--- src/rtl/dual_line_intc.sv ---
`timescale 1ns/1ps
module dual_line_intc #(
  parameter int NUM_SRC = 32,
  parameter int DATA_W  = 32,
  parameter int ADDR_W  = 4
) (
  input  logic               clk,
  input  logic               rst_n,
  input  logic [NUM_SRC-1:0] src_lvl,
  input  logic               sel,
  input  logic               wr,
  input  logic [ADDR_W-1:0]  addr,
  input  logic [DATA_W-1:0]  wdata,
  output logic [DATA_W-1:0]  rdata,
  output logic               irq_o,
  output logic               fiq_o,
  output logic               bad_o
);
  localparam logic [ADDR_W-1:0] IX_N_STAT = ADDR_W'(0);
  localparam logic [ADDR_W-1:0] IX_N_RAW  = ADDR_W'(1);
  localparam logic [ADDR_W-1:0] IX_N_SET  = ADDR_W'(2);
  localparam logic [ADDR_W-1:0] IX_N_CLR  = ADDR_W'(3);
  localparam logic [ADDR_W-1:0] IX_SW_SET = ADDR_W'(4);
  localparam logic [ADDR_W-1:0] IX_SW_CLR = ADDR_W'(5);
  localparam logic [ADDR_W-1:0] IX_F_STAT = ADDR_W'(8);
  localparam logic [ADDR_W-1:0] IX_F_RAW  = ADDR_W'(9);
  localparam logic [ADDR_W-1:0] IX_F_SET  = ADDR_W'(10);
  localparam logic [ADDR_W-1:0] IX_F_CLR  = ADDR_W'(11);
  localparam logic [NUM_SRC-1:0] LSB = NUM_SRC'(1);

  logic [NUM_SRC-1:0] n_en_q, n_en_d, f_en_q, f_en_d;
  logic [NUM_SRC-1:0] raw_now, raw_nxt, wmask, rd_word;
  logic soft_q, soft_d, bad_d, irq_q, fiq_q, bad_q;

  wire wr_hit = sel & wr;
  wire rd_hit = sel & ~wr;

  assign wmask   = wdata[NUM_SRC-1:0];
  assign raw_now = src_lvl | (soft_q ? LSB : '0);
  assign raw_nxt = src_lvl | (soft_d ? LSB : '0);

  always_comb begin
    n_en_d = n_en_q;
    f_en_d = f_en_q;
    soft_d = soft_q;
    bad_d  = 1'b0;
    if (wr_hit) begin
      case (addr)
        IX_N_SET:  n_en_d = n_en_q | wmask;
        IX_N_CLR:  n_en_d = n_en_q & ~wmask;
        IX_F_SET:  f_en_d = f_en_q | wmask;
        IX_F_CLR:  f_en_d = f_en_q & ~wmask;
        IX_SW_SET: if (wdata[0]) soft_d = 1'b1;
        IX_SW_CLR: if (wdata[0]) soft_d = 1'b0;
        default:   bad_d = 1'b1;
      endcase
    end else if (rd_hit) begin
      case (addr)
        IX_N_STAT, IX_N_RAW, IX_N_SET, IX_SW_SET,
        IX_F_STAT, IX_F_RAW, IX_F_SET: bad_d = 1'b0;
        default: bad_d = 1'b1;
      endcase
    end
  end

  always_comb begin
    rd_word = '0;
    if (rd_hit) begin
      case (addr)
        IX_N_STAT: rd_word = raw_now & n_en_q;
        IX_N_RAW:  rd_word = raw_now;
        IX_N_SET:  rd_word = n_en_q;
        IX_SW_SET: rd_word = raw_now & LSB;
        IX_F_STAT: rd_word = raw_now & f_en_q;
        IX_F_RAW:  rd_word = raw_now;
        IX_F_SET:  rd_word = f_en_q;
        default:   rd_word = '0;
      endcase
    end
  end

  assign rdata = DATA_W'(rd_word);

  always_ff @(posedge clk or negedge rst_n) begin
    if (!rst_n) begin
      n_en_q <= '0;
      f_en_q <= '0;
      soft_q <= 1'b0;
      irq_q  <= 1'b0;
      fiq_q  <= 1'b0;
      bad_q  <= 1'b0;
    end else begin
      n_en_q <= n_en_d;
      f_en_q <= f_en_d;
      soft_q <= soft_d;
      irq_q  <= |(raw_nxt & n_en_d);
      fiq_q  <= |(raw_nxt & f_en_d);
      bad_q  <= bad_d;
    end
  end

  assign irq_o = irq_q;
  assign fiq_o = fiq_q;
  assign bad_o = bad_q;
endmodule

--- config.mk ---
export PLATFORM = sky130hd
export DESIGN_NAME = dual_line_intc
export DESIGN_NICKNAME = d
export VERILOG_FILES = /design/src/rtl/dual_line_intc.sv
export SDC_FILE = /design/constraint.sdc
export NUM_CORES = 1
export LEC_CHECK = 0
export ABC_AREA = 1
export BUFFER_PORTS_ARGS = -buffer_cell sky130_fd_sc_hd__buf_2
export CORE_MARGIN = 3
export CORE_UTILIZATION = 60
export DETAILED_ROUTE_END_ITERATION = 12
export GPL_ROUTABILITY_DRIVEN = 0
export MAX_ROUTING_LAYER = met4
export PLACE_DENSITY_LB_ADDON = 0.3
export SYNTH_ARGS = -nofsm -noshare
export SYNTH_HDL_FRONTEND = slang
export SYNTH_SLANG_ARGS = --single-unit
export TNS_END_PERCENT = 50
--- constraint.sdc ---
create_clock -name clk -period 1.85 [get_ports clk]
set_input_delay 0.0925 -clock clk [delete_from_list [all_inputs] [get_ports clk]]
set_output_delay 0.0925 -clock clk [all_outputs]
set_load 0.01 [all_outputs]
==> results of run 1 <==
## critical path, stage by stage
cell	delay [ps]
buf_2	160
inv_1	170
nand2_2	270
buf_12	260
nor3_1	150
o21ai_0	110
a31oi_1	250
buf_2	170
## repair_timing
action / in CTS / in global routing
hold endpoints to repair: 21 / 0
gates resized for setup: 0 / 0
hold buffers: 1 / 0
## layout make-up
class                      count  area share [%]
clock buffer                  11            2.27
clock inverter                 5           0.908
inverter                      71            4.60
multi-input combinational    627            46.9
sequential                    68            29.4
tap                          102            2.20
timing repair buffer         129            13.7
## metal layers
| metal | up-vias | global-route usage, % |
|---|---|---|
| li1 | 2792 | - |
| met1 | 2622 | 46.8 |
| met2 | 417 | 56.9 |
| met3 | 78 | 7.19 |
| met4 | 0 | 14.4 |
| met5 | - | - |
## power by group through the flow
stage	Sequential, uW	Clock (uW)	Combinational [uW]
final	1910	1210	1140
after CTS	1910	1210	1120
after floorplan	1890	0	720
after global routing	1940	1280	1270
after global placement	1930	0	1070
after detailed placement	1930	0	1110
## placed cells by master (no fill, tap or decap), types with 4 or more instances in the layout
cell type / instances
a21oi_1: 5
dfrtp_1: 68
nand2_1: 354
inv_1: 67
a31oi_1: 29
nand3_1: 36
nor2_1: 56
inv_2: 4
clkbuf_8: 9
buf_2: 106
buf_12: 7
o21ai_1: 9
o21ai_0: 65
nor3_1: 58
buf_4: 15
## path summary, 6_finish.rpt
| kind | slack [ps] | endpoint | depth (start not counted) | start |
|---|---|---|---|---|
| setup / recovery | 100 | rdata[27] | 8 | addr[0] |
| hold / removal | 90 | f_en_q[29] | 5 | wdata[29] |
| setup reg to reg | 570 | irq_o | 8 | soft_q |
| hold reg to reg | 490 | n_en_q[2] | 2 | n_en_q[2] |
| max in group asynchronous | 910 | f_en_q[26] | 3 | rst_n |
| min in group asynchronous | 260 | f_en_q[9] | 2 | rst_n |
## flip-flops by register name (all words and copies together), names as in the netlist
register	count
f_en_q	32
n_en_q	32
bad_o	1
fiq_o	1
irq_o	1
soft_q	1
## through the flow
stage / cell area (um^2) / power, uW / util, % / setup slack (ps)
6_report: 5790 / 4270 / 74.2 / 102
5_1_grt: 5790 / 4500 / 74.2 / 26.0
4_1_cts: 5790 / 4240 / 74.2 / 160
3_5_place_dp: 5600 / 3050 / 71.7 / 77.0
3_3_place_gp: 5600 / 3000 / 71.7 / 124
2_1_floorplan: 4900 / 2610 / - / 536
## cells by family after synthesis
family	count (synthesis)
compound gates	113
buf+inv	112
flops	68
simple gates	514
==> impl_results.md, run 1 <==
* Boundary Pins at 107
* Cells after Synth at 807
* DR iter-0 viols at 610
* Largest family of logic cells by synthesized area: simple AND/OR/NAND/NOR gates
* Maximum clock rate at 572 MHz
* Primary FF master, synth: dfrtp_1
* IO Port Bufs at 106
* CTS sink cnt at 68
* Sequential fraction of design power at 44.8%
* Post-Syn Area at 0.00490 mm^2
* Post-synth ARST share at 100%
* Clock Path Buffers at 2
* Critical Path RT at 1760 ps
* Post-synth EDFFs at 0
* Sw frac at 35.1%
* Overflow after GRT at 0
* Comb pwr share at 26.8%
* Crit Path Category: in2out
* Avg Inst Size Synth at 6.07 um^2
* Fin Hold WS at 92.8 ps
* Initial antenna violation count at 0
* Crit path launch type: primary input
* Final hold vios at 0
* Pwr Density at 738 mW/mm^2
* DR vias/cell at 5.83
* Synth Area in Compound Gates at 12.6%
* Final setup vio count at 0
* Non-filler cells in the finished layout at 1013
* First-pass GRT wire length at 25400 um
* Critical path arrival at 1660 ps
* Largest net degree at the start of global routing at 48
* Vias in the first global route at 5578
* Routed length per instance at 15.8 um
* Drc violations at 0
* Synth area leader: dfrtp_1
* Share of cells above drive strength 1 at 17.1%
* Simple-gate share of the synthesized area at 42.8%
* Headroom to the max-slew limit at 61.5%
* CTS buffer count at 9
* Max cap viols at 0
* Root Buffer: clkbuf_8
* Most area-consuming cells after synthesis: dfrtp_1 35%, nand2_1 27%, o21ai_0 6.6%
* Antenna Nets Post-Route at 0
* Pleak at 0.00307 uW
* Clk pwr share at 28.4%
* Met3 wire length at 1860 um
* # fillers at 648
* Detail Placement HPWL at 10900 um
* Worst Setup End Kind: output pin
* Cell Int Power at 2770 uW
* Clock latency at the later pin of the worst-skew pair at 360 ps
* Worst hold-check path type: in2reg
* Area Growth Syn to Fin at 18.2%
* Top-count cell post-synth: nand2_1
* Multi-input logic area at 0.00272 mm^2
* Setup TNS at 0 ps
* Core area at 0.00781 mm^2
* Antenna diodes at 0
* Synth unique cells at 24
* Top cells by count, synth: 355 x nand2_1, 68 x dfrtp_1, 67 x inv_1
* Synthesis-stage register bit count at 68
* Nets at 978
* # rows at 32
* Vias at 5909
* Mapped Nets at 879
* Final period util at 94.5%
* GRT Total Usage at 36.4%
* Seq. cell area at 0.00170 mm^2
* CTS tree: done
* Post-synthesis adder-cell area fraction at 0%
* Multiplexer share of the synthesized area at 0%
* H-tree levels at 3
* Post-Route M1 WL at 6150 um
* Met2 WL at 7510 um
* Die H at 96.4 um
* DR pass1 iterations at 5
* Chip width at 96.4 um
* Pins Over Slew Limit at 0
* Outcome: completed
* DRT Wirelength at 16100 um
* Final Skew at 12.1 ps
* CP max FO at 27
* Sequential fraction of the synthesis area at 34.7%
* Worst ir drop on vdd at 0.000521 V
* CTS clk-pin slew, worst paths at 80 ps
* Yosys warnings at 0
* Worst slew pin tran at 577 ps
* Top Layer Used: met4
* XOR/XNOR share of the synthesized area at 0%
* Sw Pwr at 1500 uW
* Die area at 0.00928 mm^2
* RSZ-0062 raised after global routing: false
* Postcts setup bufs at 0
* Cells after DPL at 996
* Initial Util at 62.7%
* Synth top area share at 34.7%
* Minimum clock period at 1750 ps
Note: power is estimated with default switching activity, not from simulation.
==> inputs of run 2 (changes only) <==
==> constraint.sdc (replaced) <==
create_clock -name clk -period 1.85 [get_ports clk]
set_input_delay 0.2775 -clock clk [delete_from_list [all_inputs] [get_ports clk]]
set_output_delay 0.2775 -clock clk [all_outputs]
set_load 0.01 [all_outputs]
==> run 2 against run 1 <==
Compared with the run above: count of clock-buffer cells in the layout rose by 1; worst setup slack got worse by 91 ps; cell count rose by 1.9%; core utilization rose by 3.8 points; critical path depth did not move; clock skew fell by 3.3 ps; total power rose by 3.2%; sequential share of layout area fell by 1.4 points; via count rose by 5.1%; global-route usage rose by 0.67 points; maximum frequency fell by 4.9%; largest cell class unchanged.
==> impl_results.md, run 2 (synthesis results as in run 1) <==
* Largest net degree at the start of global routing at 69
* Reg2Reg Depth at 8
* DR iter-0 viols at 600
* CTS tree: done
* Pwr Density at 724 mW/mm^2
* CTS clk-pin slew, worst paths at 80 ps
* Most frequent cells in the layout: 352 x nand2_1, 103 x buf_2, 68 x dfrtp_1
* Final period util at 99.4%
* Final Skew at 8.83 ps
* Minimum clock period at 1840 ps
* Biggest regs: f_en_q x32, n_en_q x32
* Antenna diodes at 0
* Vias in the first global route at 5677
* Antenna Nets Post-Route at 0
* Nets at 999
* Crit Path Category: in2out
* Worst Setup End Kind: output pin
* DR pass1 iterations at 6
* # rows at 32
* First-pass GRT wire length at 26200 um
* DR vias/cell at 6.02
* Headroom to the max-slew limit at 69.9%
* Share of cells above drive strength 1 at 19.8%
* Die H at 96.4 um
* Placed cell area at 0.00570 mm^2
* Critical path arrival at 1560 ps
* Most common cell after layout, fill and taps aside: nand2_1
* Hold EP: f_en_q[29]
* Boundary Pins at 107
* IO Port Bufs at 106
* Fin Hold WS at 281 ps
* Worst slew pin tran at 451 ps
* CTS sink cnt at 68
* Drc violations at 0
* Pins Over Slew Limit at 0
* Worst hold-check path type: in2reg
* R2R Setup Slk at 650 ps
* Hold depth at 5
* Overflow after GRT at 0
* R2r endpoint: irq_o
* Clock latency at the later pin of the worst-skew pair at 350 ps
* Worst ir drop on vdd at 0.000530 V
* Clock Path Buffers at 2
* Initial antenna violation count at 0
* Core area at 0.00781 mm^2
* Area Growth Syn to Fin at 24.3%
* GRT Total Usage at 37.1%
* H-tree levels at 3
* Max cap viols at 0
* Root Buffer: clkbuf_8
* FF-to-FF Start: n_en_q[5]
* Final Instance Area at 0.00609 mm^2
* Final setup vio count at 0
* Vias at 6210
* Die area at 0.00928 mm^2
* Critical Path RT at 1570 ps
* Worst Hold Launch: wdata[29]
* Final hold vios at 0
* CP max FO at 38
* Pleak at 0.00322 uW
* CTS buffer count at 9
* Detail Placement HPWL at 11300 um
* Maximum clock rate at 544 MHz
* Routed length per instance at 16.7 um
* DRT Wirelength at 17300 um
* Initial Util at 62.7%
* Crit path launch type: primary input
* Outcome: completed
* Chip width at 96.4 um
-- run 2: cell count changes in the layout (fill, tap and decap cells not counted), moves of 2 or more --
cell,before,now
buf_6,0,4
o21ai_0,65,62
inv_4,0,2
buf_2,106,103
o21ai_1,9,12
clkbuf_8,9,11
nor3_2,0,3
clkbuf_16,0,2
nor3_1,58,55
buf_8,0,3
buf_4,15,30
clkinv_2,3,1
nand2_1,354,352
-- run 2: how the worst max path moves through the flow --
stage	to	cells past startpoint	startpoint
2_1_floorplan	rdata[11]	8	addr[0]
3_5_place_dp	rdata[18]	8	addr[2]
5_1_grt	rdata[5]	8	addr[0]
4_1_cts	rdata[18]	8	addr[2]
3_3_place_gp	rdata[18]	8	addr[2]
6_report	rdata[5]	8	addr[0]
-- run 2: critical path: stages --
cell and delay [ps]:
buf_2 170, inv_2 110, nand2_2 90, buf_12 180, nor3_2 130, o21ai_0 120
a31oi_1 290, buf_2 190
-- run 2: layout make-up --
class                      instances  area [um^2]
sequential                        68         1700
clock buffer                      12          155
multi-input combinational        627         2760
tap                              102          128
inverter                          71          272
clock inverter                     2         35.0
timing repair buffer             150         1040
fill                             590         1720
-- run 2: timing repair --
action / CTS / global route
pin swaps: 3 / 6
endpoints found under the setup margin: 20 / 31
endpoints found under the hold margin: 68 / 0
hold buffers: 1 / 0
resized for setup: 7 / 24
setup buffers: 2 / 1
cloned: 1 / 2
-- run 2: through the flow --
step                power (uW)  utilization (%)  setup slack, ps  cells  setup TNS, ps
finish                    4410             78.0             11.9   1032              0
global route              4630             78.0            -7.91   1032          -8.46
detailed placement        3080             72.9             -129   1011           -557
CTS                       4330             76.4           -0.575   1029         -0.575
floorplan                 2610                -              192    807              0
global placement          3020             72.9            -44.2   1011          -44.2
-- run 2: report_power, final --
part / switching, uW / total, uW / internal (uW)
clock: 580 / 1260 / 681
combinational: 791 / 1220 / 429
sequential: 162 / 1930 / 1770
total: 1530 / 4410 / 2880
-- run 2: layer usage --
layer | GRT usage [%] | part of all wire, % | wire length (um)
met1 | 47.4 | 37 | 6440
met2 | 56.6 | 45 | 7700
met3 | 7.51 | 14 | 2340
met4 | 17.4 | 4.5 | 784
met5 | - | 0 | 0
==> inputs of run 3 (changes only) <==
Settings changed: BUFFER_PORTS_ARGS -buffer_cell sky130_fd_sc_hd__buf_2 to default, CORE_UTILIZATION 60 to 58, DONT_BUFFER_PORTS from default to 1.
Clock period 1.85 ns to 1.5 ns, I/O delays scaled along.
==> run 3 against run 2 <==
Compared with the run above: the run now ends with hold timing, setup timing left; count of clock-buffer cells in the layout decreased by 1; global-route usage fell by 1.3 points; hold slack worse by 730 ps; sequential power grew 24%; combinational power rose by 14%; sequential share of layout area rose by 0.39 points; die area grew 3.2%; wire length rose by 3.3%; worst setup slack worse by 170 ps; register-to-register slack worse by 490 ps; largest power group unchanged.
==> impl_results.md, run 3 (synthesis results as in run 1) <==
* # rows at 32
* Chip width at 97.9 um
* Worst slew pin tran at 359 ps
* Area Growth Syn to Fin at 22.6%
* Pleak at 0.00302 uW
* Die H at 97.9 um
* Met1 Use GR at 44.9%
* DR vias/cell at 6.21
* Core area at 0.00797 mm^2
* CTS tree: done
* Final Skew at 9.26 ps
* Pins Over Slew Limit at 0
* Biggest regs: f_en_q x32, n_en_q x32
* Final hold vios at 68
* DRT Wirelength at 17800 um
* Initial Util at 61.5%
* Met2 usage at 55.5%
* Setup TNS at -422 ps
* Worst hold-check path type: in2async
* Most frequent cells in the layout: 352 x nand2_1, 68 x dfrtp_1, 67 x buf_4
* Critical path arrival at 1430 ps
* Pre-CTS WS at -193 ps
* Antenna diodes at 0
* Reg2Reg Depth at 9
* Drc violations at 0
* Detail Placement HPWL at 10900 um
* Crit Path Category: reg2out
* Sequential fraction of design power at 46.2%
* GRT Total Usage at 35.8%
* RSZ-0062 raised after global routing: true
* Critical Path RT at 1270 ps
* Overflow after GRT at 0
* Minimum clock period at 1660 ps
* Most common cell after layout, fill and taps aside: nand2_1
* CTS buffer count at 9
* Final setup vio count at 8
* Largest net degree at the start of global routing at 69
* Routed length per instance at 18.4 um
* Failing checks: hold timing, setup timing
* Share of cells above drive strength 1 at 16.9%
* DR iter-0 viols at 768
* Root Buffer: clkbuf_8
* R2R Setup Slk at 160 ps
* Nets at 935
* CP max FO at 2
* Fin Hold WS at -448 ps
* Clock Path Buffers at 2
* Max cap viols at 0
* Die area at 0.00958 mm^2
* Pwr Density at 862 mW/mm^2
* Boundary Pins at 107
* Antenna Nets Post-Route at 0
* Crit path launch type: register
* Headroom to the max-slew limit at 76.0%
* Comb pwr share at 26.8%
* R2r endpoint: irq_o
* CTS clk-pin slew, worst paths at 80 ps
* Maximum clock rate at 603 MHz
* H-tree levels at 3
* IO Port Bufs at 0
* Pwr Total at 5180 uW
* Clk pwr share at 27.0%
* Worst Setup End Kind: output pin
* FF-to-FF Start: n_en_q[0]
* Final WS setup at -158 ps
* Final period util at 111%
* Cell Int Power at 3350 uW
* Clock latency at the later pin of the worst-skew pair at 360 ps
* First-pass GRT wire length at 27000 um
* Sw frac at 35.3%
* # fillers at 581
* DR pass1 iterations at 6
* Sw Pwr at 1830 uW
* Vias in the first global route at 5676
* Worst ir drop on vdd at 0.000614 V
* Initial antenna violation count at 0
* Outcome: finished, violations left
* GR peak layer: met2
* Vias at 6027
* Met3 usage at 7.64%
* CTS sink cnt at 68
run 3: final cells by class:
type / count / area (um^2) / share of cell area (%)
clock buffers: 11 / 141 / 2.35
well taps: 102 / 128 / 2.12
flip-flops and latches: 68 / 1700 / 28.3
inverters: 71 / 274 / 4.56
clock inverters: 5 / 27.5 / 0.458
repair buffers: 86 / 876 / 14.6
multi-input cells: 627 / 2860 / 47.6
run 3: repair_timing:
| item | in CTS | in global routing |
|---|---|---|
| hold endpoints to repair | 68 | 68 |
| pin swaps | 12 | 19 |
| endpoints found under the setup margin | 23 | 30 |
| setup buffers | 9 | 6 |
| cloned | 3 | 1 |
| resized for setup | 28 | 37 |
run 3: per-stage QoR:
| step | hold WS [ps] | area [um^2] | util [%] | cells |
|---|---|---|---|---|
| 2_1_floorplan | -70.6 | 4920 | - | 807 |
| 3_3_place_gp | -68.0 | 5410 | 67.9 | 935 |
| 3_5_place_dp | -67.7 | 5410 | 67.9 | 935 |
| 4_1_cts | -447 | 5800 | 72.8 | 963 |
| 5_1_grt | -458 | 6010 | 75.4 | 970 |
| 6_report | -448 | 6010 | 75.4 | 970 |
run 3: critical path: stages, from the launching register on:
cell and delay, ps:
dfrtp_1 400, nand2_1 100, nand2_1 70, a21oi_2 120, nor2_1 60, a221oi_2 230, nor2_2 90
run 3: power by group through the flow:
stage          clock network (uW)  logic (uW)  registers, uW
3_3_place_gp                    0        1160           2390
4_1_cts                      1380        1290           2370
3_5_place_dp                    0        1220           2390
2_1_floorplan                   0         892           2330
6_report                     1400        1390           2390
5_1_grt                      1480        1530           2420
run 3: worst max-delay path by stage:
stage                            to       start  cells past startpoint  slack, ps
after floorplan           rdata[11]     addr[0]                      8       -0.2
after global routing      rdata[31]  f_en_q[31]                      6       -170
after global placement        irq_o          wr                     12       -100
after CTS                 rdata[31]  f_en_q[31]                      6        -70
final                     rdata[31]  f_en_q[31]                      6       -160
after detailed placement      irq_o          wr                     12       -190
run 3: per-layer routing:
layer	vias up	part of all wire, %
met1	2761	36
met4	0	3.7
met2	473	47
met3	92	13
li1	2701	-
met5	-	0
